[config.mk]
export PLATFORM = sky130hd
export DESIGN_NAME = mbox_wr_port
export DESIGN_NICKNAME = d
export VERILOG_FILES = /design/src/rtl/mbox_pkg.sv /design/src/rtl/mbox_crc.sv /design/src/rtl/mbox_issue.sv /design/src/rtl/mbox_regs.sv /design/src/rtl/mbox_wr_port.sv
export SDC_FILE = /design/constraint.sdc
export NUM_CORES = 1
export LEC_CHECK = 0
export ABC_CLOCK_PERIOD_IN_PS = 3000
export BUFFER_PORTS_ARGS = -buffer_cell sky130_fd_sc_hd__buf_2
export CAP_MARGIN = 5
export CORE_MARGIN = 8
export CORE_UTILIZATION = 50
export CTS_CLUSTER_SIZE = 16
export DETAILED_ROUTE_END_ITERATION = 10
export PLACE_DENSITY = 0.77
export SYNTH_ARGS = -nofsm -noshare
export SYNTH_HDL_FRONTEND = slang
export SYNTH_HIERARCHICAL = 1
export SYNTH_SLANG_ARGS = --single-unit
[constraint.sdc]
create_clock -name clk -period 3 [get_ports clk]
set_input_delay 0.3 -clock clk [delete_from_list [all_inputs] [get_ports clk]]
set_output_delay 0.3 -clock clk [all_outputs]
set_load 0.05 [all_outputs]
[src/rtl/mbox_pkg.sv]
`timescale 1ns/1ps
// mbox_pkg: shared widths, control bit positions and the CRC step used by
// the mailbox write port. Assumes a register half is exactly half a word.
package mbox_pkg;
    localparam int REG_W     = 16;
    localparam int WORD_W    = 2 * REG_W;
    localparam int CRC_W     = 16;
    localparam logic [CRC_W-1:0] CRC_POLY = 16'h1021;

    // control register bit positions (host-visible contract)
    localparam int CB_EXEC   = 15;
    localparam int CB_WRITE  = 14;
    localparam int CB_CLRCRC = 12;
    localparam int CB_BUSY   = 8;

    // fold one word into the CRC, most significant bit (and byte) first
    function automatic logic [CRC_W-1:0] crc_fold(input logic [CRC_W-1:0] c_in,
                                                   input logic [WORD_W-1:0] w);
        logic [CRC_W-1:0] c;
        c = c_in;
        for (int i = WORD_W - 1; i >= 0; i--) begin
            if (c[CRC_W-1] ^ w[i])
                c = {c[CRC_W-2:0], 1'b0} ^ CRC_POLY;
            else
                c = {c[CRC_W-2:0], 1'b0};
        end
        return c;
    endfunction
endpackage

[src/rtl/mbox_crc.sv]
`timescale 1ns/1ps
// mbox_crc: running CRC over completed words. Assumes clear and fold may
// coincide; the fold then starts from zero.
module mbox_crc
    import mbox_pkg::*;
(
    input  logic              clk,
    input  logic              rst_n,
    input  logic              clr,
    input  logic              fold,
    input  logic [WORD_W-1:0] word,
    output logic [CRC_W-1:0]  crc
);
    logic [CRC_W-1:0] base;

    // starting value for this cycle's update
    always_comb base = clr ? '0 : crc;

    // CRC register: clear and/or fold
    always_ff @(posedge clk) begin
        if (!rst_n)
            crc <= '0;
        else if (fold)
            crc <= crc_fold(base, word);
        else if (clr)
            crc <= '0;
    end

    AST_CRC_CLEAR: assert property (@(posedge clk) disable iff (!rst_n)
        clr && !fold |=> crc == '0);
    AST_CRC_QUIET: assert property (@(posedge clk) disable iff (!rst_n)
        !clr && !fold |=> $stable(crc));
endmodule

[src/rtl/mbox_issue.sv]
`timescale 1ns/1ps
// mbox_issue: holds one memory write from command until acceptance.
// Assumes start is only raised while idle; the request is a level that
// stays with fixed address and data until ready.
module mbox_issue
    import mbox_pkg::*;
(
    input  logic              clk,
    input  logic              rst_n,
    input  logic              start,
    input  logic [WORD_W-1:0] addr_in,
    input  logic [WORD_W-1:0] data_in,
    input  logic              mem_ready,
    output logic [WORD_W-1:0] mem_addr,
    output logic [WORD_W-1:0] mem_wdata,
    output logic              mem_we,
    output logic              accept
);
    // completion of the pending write
    always_comb accept = mem_we && mem_ready;

    // request state and captured address/data
    always_ff @(posedge clk) begin
        if (!rst_n) begin
            mem_we    <= 1'b0;
            mem_addr  <= '0;
            mem_wdata <= '0;
        end else if (start) begin
            mem_we    <= 1'b1;
            mem_addr  <= {addr_in[WORD_W-1:2], 2'b00};
            mem_wdata <= data_in;
        end else if (accept) begin
            mem_we    <= 1'b0;
        end
    end

    AST_HOLD_STALL: assert property (@(posedge clk) disable iff (!rst_n)
        mem_we && !mem_ready |=> mem_we && $stable(mem_addr) && $stable(mem_wdata));
    AST_WORD_ALIGN: assert property (@(posedge clk) disable iff (!rst_n)
        mem_we |-> mem_addr[1:0] == 2'b00);
    AST_NO_REARM: assert property (@(posedge clk) disable iff (!rst_n)
        mem_we && !mem_ready |=> $stable(mem_addr));
endmodule

[src/rtl/mbox_regs.sv]
`timescale 1ns/1ps
// mbox_regs: host register decode, address/data storage, command decode
// and read mux. Assumes one register access per cycle; a host write to an
// address half wins over the automatic step in the same cycle.
module mbox_regs
    import mbox_pkg::*;
#(
    parameter logic [REG_W-1:0] BASE = 16'h0200
) (
    input  logic              clk,
    input  logic              rst_n,
    input  logic [REG_W-1:0]  reg_addr,
    input  logic [REG_W-1:0]  reg_wdata,
    input  logic              reg_wr,
    output logic [REG_W-1:0]  reg_rdata,
    input  logic              busy,
    input  logic [CRC_W-1:0]  crc,
    input  logic              step,
    input  logic [WORD_W-1:0] step_base,
    output logic [WORD_W-1:0] cur_addr,
    output logic [WORD_W-1:0] cur_data,
    output logic              start,
    output logic              crc_clr
);
    localparam logic [REG_W-1:0] OFS_CTRL = BASE;
    localparam logic [REG_W-1:0] OFS_CRC  = BASE + 16'd1;
    localparam logic [REG_W-1:0] OFS_AHI  = BASE + 16'd2;
    localparam logic [REG_W-1:0] OFS_ALO  = BASE + 16'd3;
    localparam logic [REG_W-1:0] OFS_DHI  = BASE + 16'd4;
    localparam logic [REG_W-1:0] OFS_DLO  = BASE + 16'd5;

    logic ctrl_wr, ahi_wr, alo_wr;

    // write decode
    always_comb begin
        ctrl_wr = reg_wr && (reg_addr == OFS_CTRL);
        ahi_wr  = reg_wr && (reg_addr == OFS_AHI);
        alo_wr  = reg_wr && (reg_addr == OFS_ALO);
        start   = ctrl_wr && reg_wdata[CB_EXEC] && reg_wdata[CB_WRITE] && !busy;
        crc_clr = ctrl_wr && reg_wdata[CB_CLRCRC];
    end

    // address register: step after completion, host halves override
    always_ff @(posedge clk) begin
        if (!rst_n) begin
            cur_addr <= '0;
        end else begin
            if (step)
                cur_addr <= step_base + 32'd4;
            if (ahi_wr)
                cur_addr[WORD_W-1:REG_W] <= reg_wdata;
            if (alo_wr)
                cur_addr[REG_W-1:0] <= {reg_wdata[REG_W-1:2], 2'b00};
        end
    end

    // data register halves
    always_ff @(posedge clk) begin
        if (!rst_n) begin
            cur_data <= '0;
        end else if (reg_wr && reg_addr == OFS_DHI) begin
            cur_data[WORD_W-1:REG_W] <= reg_wdata;
        end else if (reg_wr && reg_addr == OFS_DLO) begin
            cur_data[REG_W-1:0] <= reg_wdata;
        end
    end

    // read mux
    always_comb begin
        reg_rdata = '0;
        unique case (reg_addr)
            OFS_CTRL: reg_rdata[CB_BUSY] = busy;
            OFS_CRC:  reg_rdata = crc;
            OFS_AHI:  reg_rdata = cur_addr[WORD_W-1:REG_W];
            OFS_ALO:  reg_rdata = cur_addr[REG_W-1:0];
            OFS_DHI:  reg_rdata = cur_data[WORD_W-1:REG_W];
            OFS_DLO:  reg_rdata = cur_data[REG_W-1:0];
            default:  reg_rdata = '0;
        endcase
    end

    AST_ADDR_STEP: assert property (@(posedge clk) disable iff (!rst_n)
        step && !ahi_wr && !alo_wr |=> cur_addr == $past(step_base) + 32'd4);
    AST_ADDR_LOW: assert property (@(posedge clk) disable iff (!rst_n)
        cur_addr[1:0] == 2'b00);
endmodule

[src/rtl/mbox_wr_port.sv]
`timescale 1ns/1ps
// mbox_wr_port: mailbox that turns 16-bit register writes into 32-bit
// memory writes with automatic address step and running CRC-16.
// Assumes the memory holds off with mem_ready low as long as it needs.
module mbox_wr_port
    import mbox_pkg::*;
#(
    parameter logic [15:0] REG_BASE = 16'h0200
) (
    input  logic        clk,
    input  logic        rst_n,
    input  logic [15:0] reg_addr,
    input  logic [15:0] reg_wdata,
    input  logic        reg_wr,
    output logic [15:0] reg_rdata,
    output logic [31:0] mem_addr,
    output logic [31:0] mem_wdata,
    output logic        mem_we,
    input  logic        mem_ready
);
    logic [WORD_W-1:0] cur_addr, cur_data;
    logic [CRC_W-1:0]  crc;
    logic              start, crc_clr, accept;

    mbox_regs #(.BASE(REG_BASE)) u_regs (
        .clk       (clk),
        .rst_n     (rst_n),
        .reg_addr  (reg_addr),
        .reg_wdata (reg_wdata),
        .reg_wr    (reg_wr),
        .reg_rdata (reg_rdata),
        .busy      (mem_we),
        .crc       (crc),
        .step      (accept),
        .step_base (mem_addr),
        .cur_addr  (cur_addr),
        .cur_data  (cur_data),
        .start     (start),
        .crc_clr   (crc_clr)
    );

    mbox_issue u_issue (
        .clk       (clk),
        .rst_n     (rst_n),
        .start     (start),
        .addr_in   (cur_addr),
        .data_in   (cur_data),
        .mem_ready (mem_ready),
        .mem_addr  (mem_addr),
        .mem_wdata (mem_wdata),
        .mem_we    (mem_we),
        .accept    (accept)
    );

    mbox_crc u_crc (
        .clk   (clk),
        .rst_n (rst_n),
        .clr   (crc_clr),
        .fold  (accept),
        .word  (mem_wdata),
        .crc   (crc)
    );
endmodule

==> results of run 1 <==
## kinds of logic (layout without fill, tap and decap cells)
kind of cell | Yosys count | after routing
AO/OA/AOI/OAI | 143 | 143
XOR/XNOR | 127 | 127
adder cells (fa/ha/maj) | 1 | 1
buffers and inverters | 60 | 208
flip-flops | 143 | 143
multiplexers | 85 | 85
other | 1 | 2
AND/OR/NAND/NOR | 302 | 303
## cell usage after synthesis (3+ instances only)
library cell  number  area (um2)
a22oi_1           15         113
buf_4              5        37.5
xnor2_1           74         648
o31a_1             3        26.3
nor4_1             3        18.8
inv_1              8        30.0
xnor3_1            5         113
a21oi_1           34         170
xnor2_2            4        65.1
o211ai_1          22         165
o21a_1             4        30.0
o22ai_1            8        50.1
nor4_4             6         128
nor2b_1           79         494
a21o_1             3        22.5
nor3b_1            5        37.5
nand3_1           34         170
nand2b_1           5        31.3
nor2_1            30         113
o21ai_0           26         130
and3_1             4        25.0
buf_12             6         120
xnor3_2            5         119
o32ai_1            6        52.6
mux2i_1           84         841
xor2_1            34         298
a211oi_1           4        30.0
nor3_1            13        65.1
clkbuf_1          27         101
and4_1             3        26.3
o21bai_1           4        30.0
buf_6              4        45.0
buf_2              7        35.0
nand2_1           91         342
dfxtp_1          143        2860
o221ai_2           5        75.1
nand4_1           17         106
## report_power, final
| group | total (uW) | internal (uW) | switching [uW] |
|---|---|---|---|
| clock network | 2180 | 1370 | 810 |
| registers | 1900 | 1900 | 0.00885 |
| logic | 137 | 46.3 | 90.3 |
| total | 4210 | 3310 | 901 |
## path summary, 6_finish.rpt
kind | to | slack (ns)
setup reg to reg | u_crc/crc[7]$_SDFF_PN0_ | 0.47
setup / recovery | u_crc/crc[3]$_SDFF_PN0_ | 0.09
hold reg to reg | u_regs/cur_data[29]$_SDFFE_PN0P_ | 0.48
hold / removal | u_regs/cur_data[17]$_SDFFE_PN0P_ | 0.14
## area by class of cell
cell class,instances,area share (%)
Clock buffer,22,4.85
Clock inverter,8,1.33
Inverter,8,0.307
Multi-Input combinational cell,661,51.0
Sequential cell,143,29.3
Tap cell,216,2.77
Timing Repair Buffer,170,10.4
## worst max-delay path, cell delays in order
cell and delay, ns:
buf_2 0.11, nor4_4 0.34, nand4_4 0.13, nor2_2 0.13, nand4_1 0.09, buf_4 0.17, nor2_2 0.27, nand2b_1 0.19
xnor2_1 0.23, xor3_2 0.39, xor2_2 0.18, xnor2_1 0.32, buf_4 0.17, nor2b_1 0.04, o21a_1 0.17
## flip-flops by register name, summed over array words and instances, names as in the netlist
name / flops
u_crc/crc: 16
u_issue/mem_addr: 30
u_issue/mem_wdata: 32
u_issue/mem_we: 1
u_regs/cur_addr: 32
u_regs/cur_data: 32
## stage by stage
| step | setup slack, ns | cell area, um2 | std cells |
|---|---|---|---|
| 2_1_floorplan | -0.0903 | 8220 | 863 |
| 3_5_place_dp | -0.393 | 9120 | 1193 |
| 4_1_cts | 0.0391 | 9730 | 1223 |
| 5_1_grt | -0.0111 | 9770 | 1228 |
| 6_report | 0.0877 | 9770 | 1228 |
| 3_3_place_gp | -0.310 | 9120 | 1193 |
## routing by layer
layer	global-route usage (%)	share of wire, %
met1	31.2	43
met2	37.0	46
met3	4.84	7.4
met4	12.5	4.1
met5	0	0
## cells in the final DEF, fill, tap and decap left out, types with 7 or more instances in the layout
cell type  Yosys  final
dfxtp_1      143    143
o22ai_1        8      8
buf_4          5     55
nor2b_1       79     79
o21ai_0       26     26
inv_1          8      8
xnor2_2        4      7
nand3_1       34     34
buf_2          7    113
a22oi_1       15     15
a21oi_1       34     34
nor3_1        13     11
mux2i_1       84     84
o211ai_1      22     22
nand2_1       91     91
clkbuf_16      0     17
nand4_1       17     17
nor2_1        30     28
xnor2_1       74     70
xor2_1        34     32
## what timing repair did
action | 4_1_cts | 5_1_grt
gates resized for setup | 0 | 1
buffers inserted | 0 | 4
endpoints found under the setup margin | 0 | 15
hold endpoints to repair | 0 | 0
hold buffers | 0 | 0
==> results.yml, run 1 <==
worst_hold_path:
  hp-start: "reg_wdata[1]"
  hold_path.class: "in2reg"
  min_path_cells: 3
synth:
  muxShareOfSynthArea_pct: 10.6
  synthXorXnorAreaFrac_pct: 16.7
  synthArstFlopShare_pct: 0
  ys.flop_type: "dfxtp_1"
  synth_fa_ha_area_share_pct: 0.153
  synth-simple-area-share_pct: 20.6
  yosysUniqueCellTypes: 62
  syn_area_per_cell_um2: 9.46
  synth_top_family_by_area: "simple AND/OR/NAND/NOR gates"
  ys_ff_latch: 143
  synth_seq_area_share_pct: 35.1
  syn_inst: 862
  synth-edff-count: 0
  synth-compound-area-share_pct: 11.9
  yosysWarningCount: 6
  syn_area_mm2: 0.00815
power:
  peakVddDrop_uv: 398
  power.total_uw: 4210
  p_leak_uw: 0.00368
  p_per_area_mw_per_mm2: 431
cells_and_area:
  area_growth_pct: 19.9
  layout-drive-gt1-share_pct: 24.4
  seq_area_mm2: 0.00286
  nNetsFinal: 1038
  fill_cells: 1387
  antenna_cells: 0
  multiInputGateArea_mm2: 0.00499
  final_core_util_pct: 61.5
clocking:
  cts_sinks: 143
  clk_pin_slew_ns: 0.06
  htreeDepth: 4
  cts_buffers: 17
  cts_buffer_depth: 2
  cts_tree: "yes"
  clkLatencyLatePin_ns: 0.42
  cts_root_buf: "clkbuf_16"
worst_setup_path:
  critPathKind: "in2reg"
  ff2ff_path_depth: 7
  end_kind: "flip-flop"
  rr_startpoint: "u_issue/mem_wdata[29]$_SDFFE_PN0P_"
  startpoint: "reg_addr[5]"
  cp-start-kind: "input pin"
  critPathMaxFanout: 5
  cp.required_ns: 3.31
  cp.arrival_ns: 3.23
sta:
  clock.fmax_mhz: 343
  rsz0062_at_grt: "yes"
  hold_ws_ns: 0.142
  final_hold_viol_count: 0
  report.final.slew_viol_count: 0
  worst_slew_pin_slew_ns: 0.858
  fin_tns_setup_ns: 0
  maxSlewHeadroom_pct: 42.8
  final.period_utilization_pct: 97.1
  setup_viol_count_final: 0
  period_needed_ns: 2.91
  skew_ns: 0.00502
floorplanning:
  core_mm2: 0.0159
  row_count: 46
  die_h_um: 144
  die_area_mm2: 0.0206
  io_pins: 117
  dieWidth_um: 144
  start_util_pct: 51.3
placed_design:
  hpwl_um: 18500
  port_buffers: 114
  gp_congestion: 0.897
routing:
  wire_per_inst_um: 20.3
  routed_wl_um: 24900
  vias: 7113
  final_antenna_net_count: 0
  via_per_inst: 5.79
  dr.pass1.iters: 5
  drc: 0
  first_iter_violations: 832
run:
  cap_violations: 0
global_routing:
  grt_pass1_wl_um: 38000
  grt_start_max_net_pins: 49
  first_global_vias: 6645
  antenna_found_initial: 0
  grt_usage_pct: 24.0
  overflow: 0
outcome:
  status: "finished, final reports clean"
(Power assumes the default switching activity.)
==> run 2: changes to the inputs <==
--- a/config.mk
+++ b/config.mk
@@ -5,6 +5,7 @@
 export SDC_FILE = /design/constraint.sdc
 export NUM_CORES = 1
 export LEC_CHECK = 0
+export ABC_AREA = 1
 export ABC_CLOCK_PERIOD_IN_PS = 3000
 export BUFFER_PORTS_ARGS = -buffer_cell sky130_fd_sc_hd__buf_2
 export CAP_MARGIN = 5
@@ -12,7 +13,7 @@
 export CORE_UTILIZATION = 50
 export CTS_CLUSTER_SIZE = 16
 export DETAILED_ROUTE_END_ITERATION = 10
-export PLACE_DENSITY = 0.77
+export PLACE_DENSITY = 0.76
 export SYNTH_ARGS = -nofsm -noshare
 export SYNTH_HDL_FRONTEND = slang
 export SYNTH_HIERARCHICAL = 1
==> results.yml, run 2 <==
worst_setup_path:
  critPathKind: "in2reg"
  end_kind: "flip-flop"
  cp.depth: 30
  crit_slowest_cell: "xnor2_1"
  critPathMaxFanout: 6
  cp.required_ns: 3.37
  cpPeakStageDelay_ns: 0.30
  cp.arrival_ns: 3.25
  ff2ff_path_depth: 18
  cp_common_cell: "nand2_4"
  crit_buf_inv: 9
  cp-start-kind: "input pin"
  cp_top_family: "simple AND/OR/NAND/NOR gates"
synth:
  ys.flop_type: "dfxtp_1"
  syn_area_mm2: 0.00941
  synth_top_cell_area_share_pct: 30.4
  yosysWarningCount: 6
  synth_top_area_cell: "dfxtp_1"
  ys_ff_latch: 143
  synth_common_cells: "nand2_1, nor2_1, nand3_1"
  yosysMostFrequentCell: "nand2_1"
  synth-edff-count: 0
  syn_inst: 1450
  synth_seq_area_share_pct: 30.4
  yosysUniqueCellTypes: 44
  synthArstFlopShare_pct: 0
  synthTopCellsByArea: "dfxtp_1, nand2_1, nor2_1"
  syn_area_per_cell_um2: 6.49
run:
  cap_violations: 0
cells_and_area:
  finalNonFillerCells: 1846
  antenna_cells: 0
  nNetsFinal: 1636
  final_cell_area_mm2: 0.0115
  reg_top3: "u_issue/mem_wdata (32), u_regs/cur_addr (32), u_regs/cur_data (32)"
  layout-drive-gt1-share_pct: 27.7
  layout_common_cells: "nand2_1, nor2_1, dfxtp_1"
  final_common_cell: "nand2_1"
  final_core_util_pct: 61.9
  area_growth_pct: 22.3
outcome:
  status: "finished, final reports clean"
global_routing:
  first_global_vias: 9555
  overflow: 0
  grt_usage_pct: 27.5
  grt_pass1_wl_um: 51700
  grt_start_max_net_pins: 69
  antenna_found_initial: 0
worst_hold_path:
  hold_path.class: "in2reg"
  min_path_cells: 4
sta:
  clock.fmax_mhz: 347
  rsz0062_at_grt: "yes"
  final_hold_viol_count: 0
  worst_slew_pin_slew_ns: 0.835
  final.period_utilization_pct: 96.1
  skew_ns: 0.0129
  period_needed_ns: 2.88
  maxSlewHeadroom_pct: 44.3
  report.final.slew_viol_count: 0
  setup_viol_count_final: 0
power:
  peakVddDrop_uv: 419
  p_leak_uw: 0.00548
  p_per_area_mw_per_mm2: 359
clocking:
  cts_tree: "yes"
  htreeDepth: 4
  clkLatencyLatePin_ns: 0.43
  cts_buffers: 17
  cts_buffer_depth: 2
  clk_pin_slew_ns: 0.06
  cts_root_buf: "clkbuf_16"
  cts_sinks: 143
floorplanning:
  core_mm2: 0.0186
  io_pins: 117
  die_h_um: 153
  row_count: 50
  start_util_pct: 50.6
  dieWidth_um: 153
  die_area_mm2: 0.0235
placed_design:
  dpl.cell_count: 1806
  post_dp_cell_area_mm2: 0.0105
  hpwl_um: 25000
  gp_congestion: 1.00
  port_buffers: 114
routing:
  routed_wl_um: 33600
  vias: 10344
  via_per_inst: 5.60
  dr.pass1.iters: 7
  wire_per_inst_um: 18.2
  first_iter_violations: 1263
  final_antenna_net_count: 0
  drc: 0
run 2: tightest hold or removal path: cells and delay by family:
family / cells / cell delay, ns
buffers and inverters: 2 / 0.12
AOI/OAI and AO/OA: 1 / 0.04
and+or+nand+nor: 1 / 0.06
run 2: kinds of logic after synthesis:
logic type	count (synthesis)	synth area share, %
muxes	2	0.213
AOI/OAI and AO/OA	201	11.4
buffers and inverters	220	11.1
xor gates and xnor gates	29	2.86
other	1	0.0399
adders and majority gates	1	0.133
and+or+nand+nor	853	43.8
DFF	143	30.4
run 2: worst paths after layout:
path | startpoint | slack (ns) | end
setup / recovery | reg_addr[4] | 0.12 | u_crc/crc[10]$_SDFF_PN0_
hold / removal | mem_ready | 0.15 | u_issue/mem_we$_SDFFE_PN0P_
setup reg to reg | u_crc/crc[13]$_SDFF_PN0_ | 0.51 | u_crc/crc[10]$_SDFF_PN0_
hold reg to reg | u_regs/cur_data[16]$_SDFFE_PN0P_ | 0.46 | u_regs/cur_data[16]$_SDFFE_PN0P_
run 2: final cells by class:
type / instances / area [um2]
clock buffer: 18 / 439
clock inverter: 14 / 130
fill: 1738 / 7070
inverter: 160 / 618
multi-input combinational: 1088 / 5960
sequential: 143 / 2860
tap: 234 / 293
timing repair buffer: 189 / 1210
run 2: routing by layer:
| layer | track usage [%] | up-vias | routed length (um) |
|---|---|---|---|
| met5 | 0 | - | 0 |
| met4 | 12.9 | 0 | 1210 |
| met3 | 4.57 | 71 | 2840 |
| met2 | 45.6 | 573 | 16100 |
| met1 | 34.4 | 4744 | 13500 |
| li1 | - | 4956 | - |
run 2: metrics by stage:
| step | power [uW] | hold WS, ns | setup slack, ns | setup TNS, ns |
|---|---|---|---|---|
| after floorplan | 2020 | 0.420 | 0.0109 | 0 |
| after global placement | 2090 | 0.452 | -0.332 | -3.42 |
| after detailed placement | 2090 | 0.454 | -0.365 | -4.28 |
| after CTS | 4130 | 0.131 | 0.0683 | 0 |
| after global routing | 4240 | 0.153 | -0.119 | -0.519 |
| final | 4130 | 0.147 | 0.116 | 0 |
run 2: report_power, final:
part | switching [uW] | internal, uW | leakage [uW] | total, uW
clock network | 895 | 1170 | 0.000271 | 2070
registers | 0.0158 | 1900 | 0.00115 | 1900
logic | 115 | 45.8 | 0.00405 | 161
total | 1010 | 3120 | 0.00548 | 4130
run 2: timing repair:
action / 4_1_cts / 5_1_grt
setup buffers: 0 / 8
resized for setup: 0 / 87
setup endpoints to repair: 0 / 15
hold buffers: 0 / 0
